[config.mk]
export PLATFORM = sky130hd
export DESIGN_NAME = rnsg_group_idx
export DESIGN_NICKNAME = d
export VERILOG_FILES = /design/src/rtl/rnsg_pkg.sv /design/src/rtl/rnsg_rst_sync.sv /design/src/rtl/rnsg_modsub.sv /design/src/rtl/rnsg_rotr.sv /design/src/rtl/rnsg_merge.sv /design/src/rtl/rnsg_group_idx.sv
export SDC_FILE = /design/constraint.sdc
export NUM_CORES = 1
export LEC_CHECK = 0
export BUFFER_PORTS_ARGS = -buffer_cell sky130_fd_sc_hd__buf_2
export CORE_UTILIZATION = 50
export DETAILED_ROUTE_END_ITERATION = 12
export PLACE_DENSITY = 0.72
export SLEW_MARGIN = 20
export SYNTH_ARGS = -nofsm -noshare
export SYNTH_HDL_FRONTEND = slang
export SYNTH_HIERARCHICAL = 1
export SYNTH_SLANG_ARGS = --single-unit
[constraint.sdc]
create_clock -name clk -period 0.8 [get_ports clk]
set_input_delay 0.04 -clock clk [delete_from_list [all_inputs] [get_ports clk]]
set_output_delay 0.04 -clock clk [all_outputs]
set_load 0.01 [all_outputs]
[src/rtl/rnsg_pkg.sv]
package rnsg_pkg;
  // Selects the modulus of a modular subtractor relative to 2^N.
  typedef enum logic {
    MOD_MINUS,   // 2^N - 1
    MOD_PLUS     // 2^N + 1
  } mod_kind_e;
endpackage

[src/rtl/rnsg_rst_sync.sv]
module rnsg_rst_sync (
  input  logic clk,
  input  logic rst_n,
  output logic rst_sync_n
);
  logic meta_q;
  logic sync_q;

  always_ff @(posedge clk or negedge rst_n) begin
    if (!rst_n) begin
      meta_q <= 1'b0;
      sync_q <= 1'b0;
    end else begin
      meta_q <= 1'b1;
      sync_q <= meta_q;
    end
  end

  assign rst_sync_n = sync_q;
endmodule

[src/rtl/rnsg_modsub.sv]
// Modular subtractor: (a - b) mod (2^N -/+ 1). When the raw difference is
// negative, the modulus is added back as an offset. The optional exception
// path catches the one raw value that a single offset cannot repair.
module rnsg_modsub
  import rnsg_pkg::*;
#(
  parameter int        N       = 4,
  parameter int        AW      = N,
  parameter int        BW      = N,
  parameter mod_kind_e KIND    = MOD_MINUS,
  parameter bit        HAS_EXC = 1'b0,
  localparam int       OW      = (KIND == MOD_PLUS) ? N + 1 : N
) (
  input  logic [AW-1:0] a_i,
  input  logic [BW-1:0] b_i,
  output logic [OW-1:0] d_o
);
  localparam int RW = N + 2;
  localparam logic [RW-1:0] ONE_N = RW'(1) << N;
  localparam logic [RW-1:0] MODV  = (KIND == MOD_PLUS) ? ONE_N + RW'(1) : ONE_N - RW'(1);

  logic [RW-1:0] a_ext;
  logic [RW-1:0] b_ext;
  logic [RW-1:0] raw;
  logic [RW-1:0] fix;
  logic [OW-1:0] sum;

  always_comb begin
    a_ext = RW'(a_i);
    b_ext = RW'(b_i);
    raw   = a_ext - b_ext;
    fix   = raw[RW-1] ? MODV : '0;
    sum   = OW'(raw + fix);
  end

  generate
    if (HAS_EXC) begin : g_exc
      // Raw value -2^N maps to -2^N + 2*MOD after reduction.
      localparam logic [RW-1:0] EXC_IN  = ~ONE_N + RW'(1);
      localparam logic [RW-1:0] EXC_OUT = (MODV << 1) - ONE_N;
      logic hit;
      assign hit = (raw == EXC_IN);
      assign d_o = hit ? EXC_OUT[OW-1:0] : sum;
    end else begin : g_plain
      assign d_o = sum;
    end
  endgenerate
endmodule

[src/rtl/rnsg_rotr.sv]
// One-bit right rotation: halves a value modulo 2^N-1.
module rnsg_rotr #(
  parameter int N = 4
) (
  input  logic [N-1:0] v_i,
  output logic [N-1:0] v_o
);
  assign v_o = {v_i[0], v_i[N-1:1]};
endmodule

[src/rtl/rnsg_merge.sv]
// G = K*(2^N+1) + B = K*2^N + (K + B). K*2^N is wiring; the low-field
// sum K+B may carry one into the high field.
module rnsg_merge #(
  parameter int N = 4
) (
  input  logic [N-1:0]   k_i,
  input  logic [N:0]     b_i,
  output logic [2*N-1:0] grp_o
);
  logic [N:0]   low_sum;
  logic [N-1:0] high;

  always_comb begin
    low_sum = {1'b0, k_i} + b_i;
    high    = k_i + N'(low_sum[N]);
    grp_o   = {high, low_sum[N-1:0]};
  end
endmodule

[src/rtl/rnsg_group_idx.sv]
module rnsg_group_idx
  import rnsg_pkg::*;
#(
  parameter int N = 4
) (
  input  logic           clk,
  input  logic           rst_n,
  input  logic           in_vld,
  input  logic [N-1:0]   r1_i,
  input  logic [N-1:0]   r2_i,
  input  logic [N:0]     r3_i,
  output logic           out_vld_o,
  output logic [2*N-1:0] grp_o
);
  localparam int GW = 2 * N;

  logic          rst_q_n;
  logic [N-1:0]  rem_lo;    // G mod (2^N-1)
  logic [N:0]    rem_hi;    // G mod (2^N+1)
  logic [N-1:0]  diff_raw;  // (rem_lo - rem_hi) mod (2^N-1)
  logic [N-1:0]  k_mult;    // diff_raw / 2 mod (2^N-1)
  logic [GW-1:0] grp_nxt;

  logic [GW-1:0] grp_d, grp_q;
  logic          vld_d, vld_q;

  rnsg_rst_sync u_rst (
    .clk        (clk),
    .rst_n      (rst_n),
    .rst_sync_n (rst_q_n)
  );

  rnsg_modsub #(.N(N), .AW(N), .BW(N), .KIND(MOD_MINUS), .HAS_EXC(1'b0)) u_sub_lo (
    .a_i (r1_i),
    .b_i (r2_i),
    .d_o (rem_lo)
  );

  rnsg_modsub #(.N(N), .AW(N), .BW(N+1), .KIND(MOD_PLUS), .HAS_EXC(1'b0)) u_sub_hi (
    .a_i (r2_i),
    .b_i (r3_i),
    .d_o (rem_hi)
  );

  rnsg_modsub #(.N(N), .AW(N), .BW(N+1), .KIND(MOD_MINUS), .HAS_EXC(1'b1)) u_sub_mix (
    .a_i (rem_lo),
    .b_i (rem_hi),
    .d_o (diff_raw)
  );

  rnsg_rotr #(.N(N)) u_rot (
    .v_i (diff_raw),
    .v_o (k_mult)
  );

  rnsg_merge #(.N(N)) u_merge (
    .k_i   (k_mult),
    .b_i   (rem_hi),
    .grp_o (grp_nxt)
  );

  always_comb begin
    vld_d = in_vld;
    grp_d = in_vld ? grp_nxt : grp_q;
  end

  always_ff @(posedge clk or negedge rst_q_n) begin
    if (!rst_q_n) begin
      vld_q <= 1'b0;
      grp_q <= '0;
    end else begin
      vld_q <= vld_d;
      grp_q <= grp_d;
    end
  end

  assign out_vld_o = vld_q;
  assign grp_o     = grp_q;
endmodule

# Word level (Yosys, flattened, before mapping)
# Cells that the tools add are included.
dict set report totals {
  mem_bits_ro 0
  elab_cells 17
  ramBits 0
  ff_bits 11
  mem_count 0
  output_inout_bits 9
  latch_bits 0
  input_bits 16
}
dict set report classes {
  reduce_logical 0
  n_mux 4
  n_eq_ne 1
  add_sub_neg 8
  multipliers 0
  bitwise 0
  order_cmp 0
  div 0
  shifts 0
}
# cell n
set op_table {}
lappend op_table {{4-bit two-way mux} 3}
lappend op_table {{4-bit by 5-bit subtractor with 6-bit output} 2}
lappend op_table {{4-bit adder} 2}
lappend op_table {{6-bit == test, second input constant} 1}
lappend op_table {{4-bit by 5-bit adder with 5-bit output} 1}
lappend op_table {{5-bit adder} 1}
lappend op_table {{5-bit two-way mux} 1}
lappend op_table {{4-bit by 4-bit subtractor with 5-bit output} 1}
lappend op_table {{4-bit by 1-bit adder with 4-bit output} 1}

# Longest topological paths before layout
# Gate-level depths: netlist (run 1).
dict set report logic_depth {
  depth_word 9
  ltp_mapped 32
}

# Modules after synthesis
# The synthesis (run 1) kept the hierarchy.
# mod seq_area_each_um2 area_each_um2 cells_each instances
set modules_own_cells {}
lappend modules_own_cells {{rnsg_modsub at u_sub_hi} 0.0 374.1 49 1}
lappend modules_own_cells {rnsg_group_idx 225.2 356.6 18 1}
lappend modules_own_cells {{rnsg_modsub at u_sub_mix} 0.0 339.1 46 1}
lappend modules_own_cells {{rnsg_modsub at u_sub_lo} 0.0 249.0 29 1}
lappend modules_own_cells {rnsg_merge 0.0 197.7 23 1}
lappend modules_own_cells {rnsg_rst_sync 50.0 53.8 3 1}
lappend modules_own_cells {rnsg_rotr 0.0 30.0 4 1}

# Least setup slack after synthesis (run 1)
# No wires, ideal clock.
dict set report synth_path {
  kind {input -> register}
  start {in r1_i[0]}
  end {reg grp_q[6] (netlist: grp_o[6])}
  path_buffers 1
  slack_ps -4512
  required_time_ps 675
  setup_ps 125
  t_arrival_ps 5186
  cell_stages 31
  path_cell_list {inv_1 > ha_1 > inv_1 > fa_1 > a21o_1 > a21oi_1 > ha_1 > a21o_1 > a21oi_2 > xor2_1 > xnor2_1 > ha_1 > o21ai_0 > a21oi_1 > o21bai_1 > ha_1 > ha_1 > nor2_1 > mux2i_1 > xor2_1 > nand2_1 > buf_4 > inv_1 > fa_1 > nand2b_1 > a21oi_2 > xor2_1 > ha_1 > ha_1 > xor2_1 > mux2_4}
}
dict set report synth_between {
  elab_chain_len 9
  elab_cells_between_ends 10
}
# item line_no
set synth_lines {}
lappend synth_lines {{start, declared} rnsg_group_idx.sv:9} ;# input logic [N-1:0] r1_i,
lappend synth_lines {{4-bit by 4-bit subtractor with 5-bit output (*)} rnsg_modsub.sv:31} ;# raw = a_ext - b_ext;
lappend synth_lines {{4-bit two-way mux} rnsg_modsub.sv:32} ;# fix = raw[RW-1] ? MODV : '0;
lappend synth_lines {{4-bit adder (*)} rnsg_modsub.sv:33} ;# sum = OW'(raw + fix);
lappend synth_lines {{net rem_lo[3]} rnsg_group_idx.sv:18} ;# logic [N-1:0] rem_lo;
lappend synth_lines {{4-bit by 5-bit subtractor with 6-bit output (*)} rnsg_modsub.sv:31}
lappend synth_lines {{4-bit two-way mux} rnsg_modsub.sv:32}
lappend synth_lines {{4-bit adder} rnsg_modsub.sv:33}
lappend synth_lines {{4-bit two-way mux (*)} rnsg_modsub.sv:43} ;# assign d_o = hit ? EXC_OUT[OW-1:0] : sum;
lappend synth_lines {{net diff_raw[2]} rnsg_group_idx.sv:20} ;# logic [N-1:0] diff_raw;
lappend synth_lines {{4-bit by 5-bit adder with 5-bit output} rnsg_merge.sv:14} ;# low_sum = {1'b0, k_i} + b_i;
lappend synth_lines {{4-bit by 1-bit adder with 4-bit output (*)} rnsg_merge.sv:15} ;# high = k_i + N'(low_sum[N]);
lappend synth_lines {{net grp_nxt[6]} rnsg_group_idx.sv:22} ;# logic [GW-1:0] grp_nxt;
lappend synth_lines {{end signal, assigned} rnsg_group_idx.sv:73} ;# grp_q <= grp_d;
lappend synth_lines {{end, declared} rnsg_group_idx.sv:24} ;# logic [GW-1:0] grp_d, grp_q;
# The timed path passes the listed nets; every way through them passes the cells marked *.
# A chain may end at the register's enable or synchronous reset.

# Worst setup path after layout (run 1)
# Ends and elaborated chain as after synthesis.

==> impl_metrics.json, run 1 <==
{
  "mostFrequentLayoutCell": "buf_4",
  "synth_enable_flop_cells": 0,
  "synthesis.yosys.warnings": 6,
  "drv_slew": 0,
  "postSynth.topFlopCell": "dfrtp_1",
  "cp-end-kind": "flop",
  "mostFrequentLayoutCells": "51 x buf_4, 23 x buf_2, 17 x inv_1, 12 x ha_1",
  "final.setup_skew_ps": 0.680,
  "rsz0062_at_grt": "yes",
  "port-buffer-count": 24,
  "post_synth_and_or_nand_nor_area_fraction_pct": 13.4,
  "grt_pass1_wl_um": 6420,
  "min_path_type": "in2reg",
  "final_period_minus_worst_setup_slack_ps": 4790,
  "gpl.final_weighted_congestion": 0.818,
  "cp_data_arrival_time_ps": 4940,
  "totalWireLength_um": 4090,
  "timing_worst_setup_path_type": "in2reg",
  "final_hold_viol_count": 0,
  "synthMuxAreaShare_pct": 10.0,
  "num_antenna_cells": 0,
  "synth-async-reset-ratio_pct": 100,
  "crit_fanout": 3,
  "violated_checks": "setup timing",
  "synth.yosys.seq_area_share_pct": 17.2,
  "antenna_found_initial": 0,
  "grt.total_usage_pct": 24.4,
  "post_detailed_route_count_of_antenna_violating_nets": 0,
  "clock-sinks": 11,
  "max_freq_mhz": 209,
  "synthesis.area_per_instance_um2": 9.30,
  "critical_path.top_delay_family": "adder cells",
  "final_nets": 296,
  "clockBufferDepth": 2,
  "layout-drive-gt1-share_pct": 57.0,
  "timing.final.crit_share_pct": 599,
  "cp.required_ps": 940,
  "core_area_um2": 3050,
  "row_count": 20,
  "critical_path.startpoint_type": "input port",
  "tritoncts": "built",
  "synth.top_cells.by_area": "ha_1 20%, dfrtp_1 17%, mux2_4 7.5%",
  "worst_skew_pair_latency_ps": 260,
  "crit_path_frequent_cell": "ha_4",
  "finalSetupViolCount": 16,
  "synth_fp_nets": 218,
  "mappedNetlistArea_um2": 1600,
  "numCtsBuffers": 3,
  "pin_count_of_the_biggest_net_entering_global_routing": 10,
  "cts.root.buffer_cell": "clkbuf_4",
  "synth_fa_ha_area_share_pct": 26.4,
  "synth.ff_latch_count": 11,
  "fin_setup_tns_ps": -29270,
  "die_y_um": 58.6,
  "first_global_vias": 1534,
  "critPathMaxStageDelay_ps": 500,
  "post_synth_xor_area_fraction_pct": 10.3,
  "worst_setup_hold_path_clk_slew_ps": 60,
  "flow.area_growth_from_synthesis_pct": 55.5,
  "remaining_drc_errors": 0,
  "vias_per_cell": 5.02,
  "io_pins": 25,
  "fp.dieArea_um2": 3430,
  "synth_top_area_share_pct": 19.5,
  "cts_htree_levels": 1,
  "grt-ovfl-total": 0,
  "synthesis.instances": 172,
  "max_cap_violations": 0,
  "number_of_vias_after_detailed_routing": 1470,
  "outcome": "finished with violations",
  "crit_buf_inv": 4,
  "synth_cell_types": 45,
  "netlist.top_cell.by_area": "ha_1",
  "drt_iter0_drc": 142,
  "worst_path_max_delay_cell": "or4b_4",
  "synth_top_family_by_area": "adder cells",
  "synth_compound_area_share_pct": 14.2,
  "detailedPlacementHpwl_um": 3220,
  "initial_core_util_pct": 52.4,
  "drt_first_pass_iters": 4,
  "final_critical_path_setup_slack_ps": -3990,
  "fp.dieW_um": 58.6,
  "drt-wirelength-per-cell_um": 13.9
}
layer usage:
layer	GRT usage (%)	part of all wire [%]	up-vias	wire length, um
met2	48.4	56	36	2270
li1	-	-	737	-
met1	28.6	40	690	1650
met5	0	0	-	0
met3	0.659	3.0	7	122
met4	6.12	1.0	0	42
Yosys cell counts, types with 2 or more instances:
cell type and count:
buf_4 4, dfrtp_1 11, nor2_1 8, xor2_1 9
nand2b_1 3, mux2i_1 4, inv_1 23, xnor2_1 8
a21oi_2 3, ha_1 25, a21o_1 4, a21oi_1 9
nand3b_1 2, or2_2 2, o21ai_1 2, nor3_1 3
nand2_1 6, o21ai_0 4, nand3_1 5, fa_1 5
mux2_4 8
area by class of cell:
class / count / area [um^2]
multi-input combinational: 132 / 1480
tap: 44 / 55.1
inverter: 23 / 98.8
fill: 193 / 564
timing repair buffer: 79 / 557
sequential: 11 / 275
clock buffer: 4 / 26.3
repair_timing:
action                                  CTS  global route
setup buffers                             4             5
endpoints found under the setup margin   16            17
resized for setup                        13            11
pin swaps                                20             7
hold buffers                              1             0
endpoints found under the hold margin     2             0
final timing paths:
| path | from | to | slack (ps) | cells past startpoint |
|---|---|---|---|---|
| setup / recovery | r1_i[0] | grp_o[6] | -3990 | 29 |
| hold / removal | in_vld | out_vld_o | 50 | 1 |
| setup reg to reg | grp_o[3] | grp_o[3] | 10 | 1 |
| hold reg to reg | u_rst/rst_sync_n | out_vld_o | 130 | 0 |
| max in group asynchronous | u_rst/rst_sync_n | grp_o[6] | 420 | 0 |
| min in group asynchronous | rst_n | u_rst/rst_sync_n | 90 | 2 |
kinds of logic after synthesis:
| kind of cell | count (synthesis) |
|---|---|
| buf+inv | 29 |
| other cells | 1 |
| xor+xnor | 18 |
| simple gates | 38 |
| fa+ha+maj | 31 |
| flops | 11 |
| compound gates | 32 |
| mux | 12 |
state kept, by name, summed over array words and instances, names as in the netlist:
signal / flops
u_rst/rst_sync_n: 1
out_vld_o: 1
u_rst/meta_q: 1
grp_o: 8
stage by stage:
stage	hold WS, ps	worst slack, ps	area (um^2)	util [%]	cells
detailed placement	-174	-4490	2260	74.2	279
CTS	48.5	-3970	2400	78.6	288
floorplan	-256	-4150	1800	-	172
global placement	-176	-4310	2260	74.2	279
global route	50.4	-4180	2490	81.5	293
finish	51.5	-3990	2490	81.5	293
Power of run 1 is not shown: default switching activity piles up to over one toggle a cycle in this logic, so the estimate is an artifact.
==> inputs of run 2 (changes only) <==
--- a/config.mk
+++ b/config.mk
@@ -6,6 +6,7 @@
 export NUM_CORES = 1
 export LEC_CHECK = 0
 export BUFFER_PORTS_ARGS = -buffer_cell sky130_fd_sc_hd__buf_2
+export CORE_ASPECT_RATIO = 1.1
 export CORE_UTILIZATION = 50
 export DETAILED_ROUTE_END_ITERATION = 12
 export PLACE_DENSITY = 0.72
==> run 2 against run 1 <==
  * The flow still finishes with violations (setup timing)
  * Sequential cell count is the same
  * Setup slack got worse by 120 ps
  * Via count shrank 0.48%
  * Critical endpoint is now grp_o[7]
  * Cell count down 3.1%
  * Cell area shrank 2.4%
  * Register-to-register slack hardly changed
  * First-iteration DRC count is 52% lower
  * Largest cell class unchanged
==> impl_metrics.json, run 2 (synthesized netlist as in run 1, its figures left out) <==
{
  "violated_checks": "setup timing",
  "critical_path.top_delay_family": "adder cells",
  "row_count": 21,
  "critical_path.startpoint_type": "input port",
  "die_y_um": 61.3,
  "cts_htree_levels": 1,
  "number_of_vias_after_detailed_routing": 1463,
  "max_cap_violations": 0,
  "numCtsBuffers": 3,
  "final_core_utilization_pct": 79.7,
  "first_global_vias": 1639,
  "worst_path_max_delay_cell": "fa_2",
  "remaining_drc_errors": 0,
  "clock-sinks": 11,
  "flow.area_growth_from_synthesis_pct": 51.8,
  "crit_fanout": 4,
  "max_freq_mhz": 203,
  "grt_pass1_wl_um": 6820,
  "pin_count_of_the_biggest_net_entering_global_routing": 10,
  "detailedPlacementHpwl_um": 3390,
  "cts.root.buffer_cell": "clkbuf_4",
  "layout-drive-gt1-share_pct": 54.8,
  "final_nets": 297,
  "drt-wirelength-per-cell_um": 15.0,
  "tritoncts": "built",
  "worst_skew_pair_latency_ps": 260,
  "mostFrequentLayoutCell": "buf_4",
  "post_detailed_route_count_of_antenna_violating_nets": 0,
  "worst_setup_hold_path_clk_slew_ps": 70,
  "mostFrequentLayoutCells": "53 x buf_4, 21 x buf_2, 17 x inv_1, 13 x ha_1, 11 x dfrtp_1",
  "antenna_found_initial": 0,
  "vias_per_cell": 5.15,
  "final.setup_skew_ps": 7.54,
  "grt.total_usage_pct": 25.0,
  "fp.dieW_um": 55.9,
  "timing_worst_setup_path_type": "in2reg",
  "largest_register_ff_count": 8,
  "rsz0062_at_grt": "yes",
  "outcome": "finished with violations",
  "clockBufferDepth": 2,
  "initial_core_util_pct": 52.5,
  "cp.required_ps": 950,
  "drt_first_pass_iters": 4,
  "finalSetupViolCount": 16,
  "fp.dieArea_um2": 3430,
  "final_period_minus_worst_setup_slack_ps": 4910,
  "core_area_um2": 3050,
  "cp-end-kind": "flop",
  "final_critical_path_setup_slack_ps": -4110,
  "grt-ovfl-total": 0,
  "port-buffer-count": 24,
  "min_path_type": "in2reg",
  "num_antenna_cells": 0,
  "timing.final.crit_share_pct": 614,
  "critPathMaxStageDelay_ps": 380,
  "cp_data_arrival_time_ps": 5060,
  "nFillCells": 183,
  "drt_iter0_drc": 68,
  "gpl.final_weighted_congestion": 0.812,
  "crit_buf_inv": 4,
  "drv_slew": 0,
  "totalWireLength_um": 4270,
  "io_pins": 25,
  "final_hold_viol_count": 0
}
[run 2: metrics by stage]
stage | setup WS, ps | std cells | area [um^2] | hold slack, ps | TNS, ps
floorplan | -4150 | 172 | 1800 | -256 | -29900
global placement | -4410 | 268 | 2240 | -175 | -32100
detailed placement | -4540 | 268 | 2240 | -172 | -33070
CTS | -4060 | 282 | 2390 | 39.4 | -29890
global route | -4360 | 284 | 2430 | 39.2 | -31950
finish | -4110 | 284 | 2430 | 41.2 | -29940
[run 2: layout make-up]
| cell class | count | area, um^2 | share of cell area (%) |
|---|---|---|---|
| well taps | 34 | 42.5 | 1.75 |
| flip-flops and latches | 11 | 275 | 11.3 |
| repair buffers | 80 | 573 | 23.6 |
| inverters | 23 | 98.8 | 4.07 |
| clock buffers | 4 | 26.3 | 1.08 |
| multi-input cells | 132 | 1410 | 58.2 |
[run 2: repair_timing]
item	in CTS	in global routing
buffers inserted	9	6
gates resized for setup	10	5
endpoints found under the setup margin	16	17
hold buffers	1	0
pin swaps	22	16
hold endpoints to repair	2	0
[run 2: metal layers]
metal,global-route usage (%),wire [um]
met1,29.8,1760
met5,0,0
met3,2.52,92
met2,50.6,2390
met4,4.18,20
[run 2: worst paths after layout]
| check | start | cells past startpoint | to | slack [ps] |
|---|---|---|---|---|
| max in group asynchronous | u_rst/rst_sync_n | 0 | grp_o[1] | 400 |
| max | r3_i[1] | 31 | grp_o[7] | -4110 |
| max reg2reg | grp_o[6] | 1 | grp_o[6] | 10 |
| min reg2reg | u_rst/rst_sync_n | 0 | grp_o[2] | 130 |
| min | in_vld | 1 | out_vld_o | 40 |
| min in group asynchronous | rst_n | 2 | u_rst/meta_q | 110 |
Power of run 2 is left out for the same reason.
==> inputs of run 3 (changes only) <==
--- a/config.mk
+++ b/config.mk
@@ -9,6 +9,7 @@
 export CORE_ASPECT_RATIO = 1.1
 export CORE_UTILIZATION = 50
 export DETAILED_ROUTE_END_ITERATION = 12
+export MAX_ROUTING_LAYER = met4
 export PLACE_DENSITY = 0.72
 export SLEW_MARGIN = 20
 export SYNTH_ARGS = -nofsm -noshare
==> run 3 against run 2 <==
  * The flow still finishes with violations (setup timing)
  * Sequential cell count unchanged
  * Setup slack worse by 0.86 ps
  * Non-clock buffer count unchanged
  * Count of clock-buffer cells in the layout unchanged
  * Critical endpoint unchanged
  * Largest cell class unchanged
  * Highest routed layer unchanged
==> impl_metrics.json, run 3 (synthesized netlist as in run 1, its figures left out) <==
{
  "critical_path.startpoint_type": "input port",
  "grt-ovfl-total": 0,
  "grt.total_usage_pct": 25.9,
  "rsz0062_at_grt": "yes",
  "numCtsBuffers": 3,
  "critPathMaxStageDelay_ps": 380,
  "final_critical_path_setup_slack_ps": -4120,
  "post_detailed_route_count_of_antenna_violating_nets": 0,
  "violated_checks": "setup timing",
  "hold_depth": 1,
  "routed_wire_length_on_met3_um": 92,
  "number_of_vias_after_detailed_routing": 1464,
  "crit_fanout": 4,
  "max_freq_mhz": 203,
  "clock-sinks": 11,
  "core_area_um2": 3050,
  "grt_pass1_wl_um": 6820,
  "fp.dieArea_um2": 3430,
  "pin_count_of_the_biggest_net_entering_global_routing": 10,
  "drt-wirelength-per-cell_um": 15.0,
  "io_pins": 25,
  "cp.required_ps": 950,
  "timing_worst_setup_path_type": "in2reg",
  "worst_skew_pair_latency_ps": 260,
  "final_hold_viol_count": 0,
  "worstSetupStartpoint": "r3_i[1]",
  "rrSetupSlack_ps": 10,
  "initial_core_util_pct": 52.5,
  "outcome": "finished with violations",
  "cp_data_arrival_time_ps": 5070,
  "place_ws_ps": -4540,
  "drt_iter0_drc": 68,
  "final_period_minus_worst_setup_slack_ps": 4920,
  "tritoncts": "built",
  "layout-drive-gt1-share_pct": 54.8,
  "drv_slew": 0,
  "nFillCells": 185,
  "drt_first_pass_iters": 4,
  "finalSetupViolCount": 16,
  "cp-end-kind": "flop",
  "r2r_cells": 1,
  "max_cap_violations": 0,
  "flow.area_growth_from_synthesis_pct": 51.4,
  "launch_point_of_the_worst_hold_path": "in_vld",
  "mostFrequentLayoutCell": "buf_4",
  "final.setup_skew_ps": 7.56,
  "final_nets": 297,
  "fin_setup_tns_ps": -29950,
  "cts.root.buffer_cell": "clkbuf_4",
  "cts_htree_levels": 1,
  "clockBufferDepth": 2,
  "port-buffer-count": 24,
  "largest_register_ff_count": 8,
  "die_y_um": 61.3,
  "mostFrequentLayoutCells": "53 x buf_4, 22 x buf_2, 17 x inv_1, 13 x ha_1, 11 x dfrtp_1",
  "totalWireLength_um": 4260,
  "beginning_of_the_worst_register_to_register_path": "grp_o[6]",
  "worst_setup_hold_path_clk_slew_ps": 70,
  "fp.dieW_um": 55.9,
  "antenna_found_initial": 0,
  "detailedPlacementHpwl_um": 3390,
  "num_antenna_cells": 0,
  "worst_path_max_delay_cell": "fa_2",
  "gpl.final_weighted_congestion": 0.824,
  "row_count": 21,
  "remaining_drc_errors": 0,
  "top_layer_used": "met4",
  "hold_endpoint": "out_vld_o",
  "timing.final.crit_share_pct": 614,
  "met1Wirelength_um": 1760,
  "min_path_type": "in2reg",
  "worst_r2r_endpoint": "grp_o[6]",
  "first_global_vias": 1640,
  "wl_met2_um": 2390,
  "vias_per_cell": 5.15
}
run 3: area by class of cell:
cell class | instances | area [um^2] | area share, %
multi-input cells | 132 | 1410 | 58.3
repair buffers | 80 | 567 | 23.4
flip-flops and latches | 11 | 275 | 11.4
inverters | 23 | 98.8 | 4.08
well taps | 34 | 42.5 | 1.76
clock buffers | 4 | 26.3 | 1.08
run 3: how the worst max path moves through the flow:
stage                    end  slack [ps]  cells past startpoint
global route        grp_o[7]       -4360                     31
global placement    grp_o[5]       -4410                     28
floorplan           grp_o[5]       -4150                     30
CTS                 grp_o[7]       -4060                     29
detailed placement  grp_o[5]       -4540                     28
finish              grp_o[7]       -4120                     31
run 3: routing by layer:
| layer | vias to the layer above | track usage (%) |
|---|---|---|
| met1 | 708 | 29.9 |
| li1 | 737 | - |
| met3 | 2 | 2.31 |
| met5 | - | - |
| met4 | 0 | 4.18 |
| met2 | 17 | 50.6 |
run 3: stage by stage:
stage	hold WS (ps)	area [um^2]	utilization, %	cells
after detailed placement	-172	2240	73.6	268
after global placement	-175	2240	73.6	268
final	41.6	2420	79.5	284
after CTS	39.4	2390	78.5	282
after global routing	39.2	2420	79.5	284
after floorplan	-256	1800	-	172
run 3: repair_timing:
item                                    in CTS  in global routing
pin swaps                                   22                 16
hold buffers                                 1                  0
endpoints found under the setup margin      16                 17
setup buffers                                9                  6
gates resized for setup                     10                  4
endpoints found under the hold margin        2                  0
run 3: critical path, delay by kind of cell:
kind                       cells  cell delay (ps)
AOI/OAI and AO/OA              6              750
xor gates and xnor gates       5              810
adders and majority gates      7             1780
buffers and inverters          4              290
muxes                          2              350
and+or+nand+nor                7             1050
Power of run 3 is left out for the same reason.
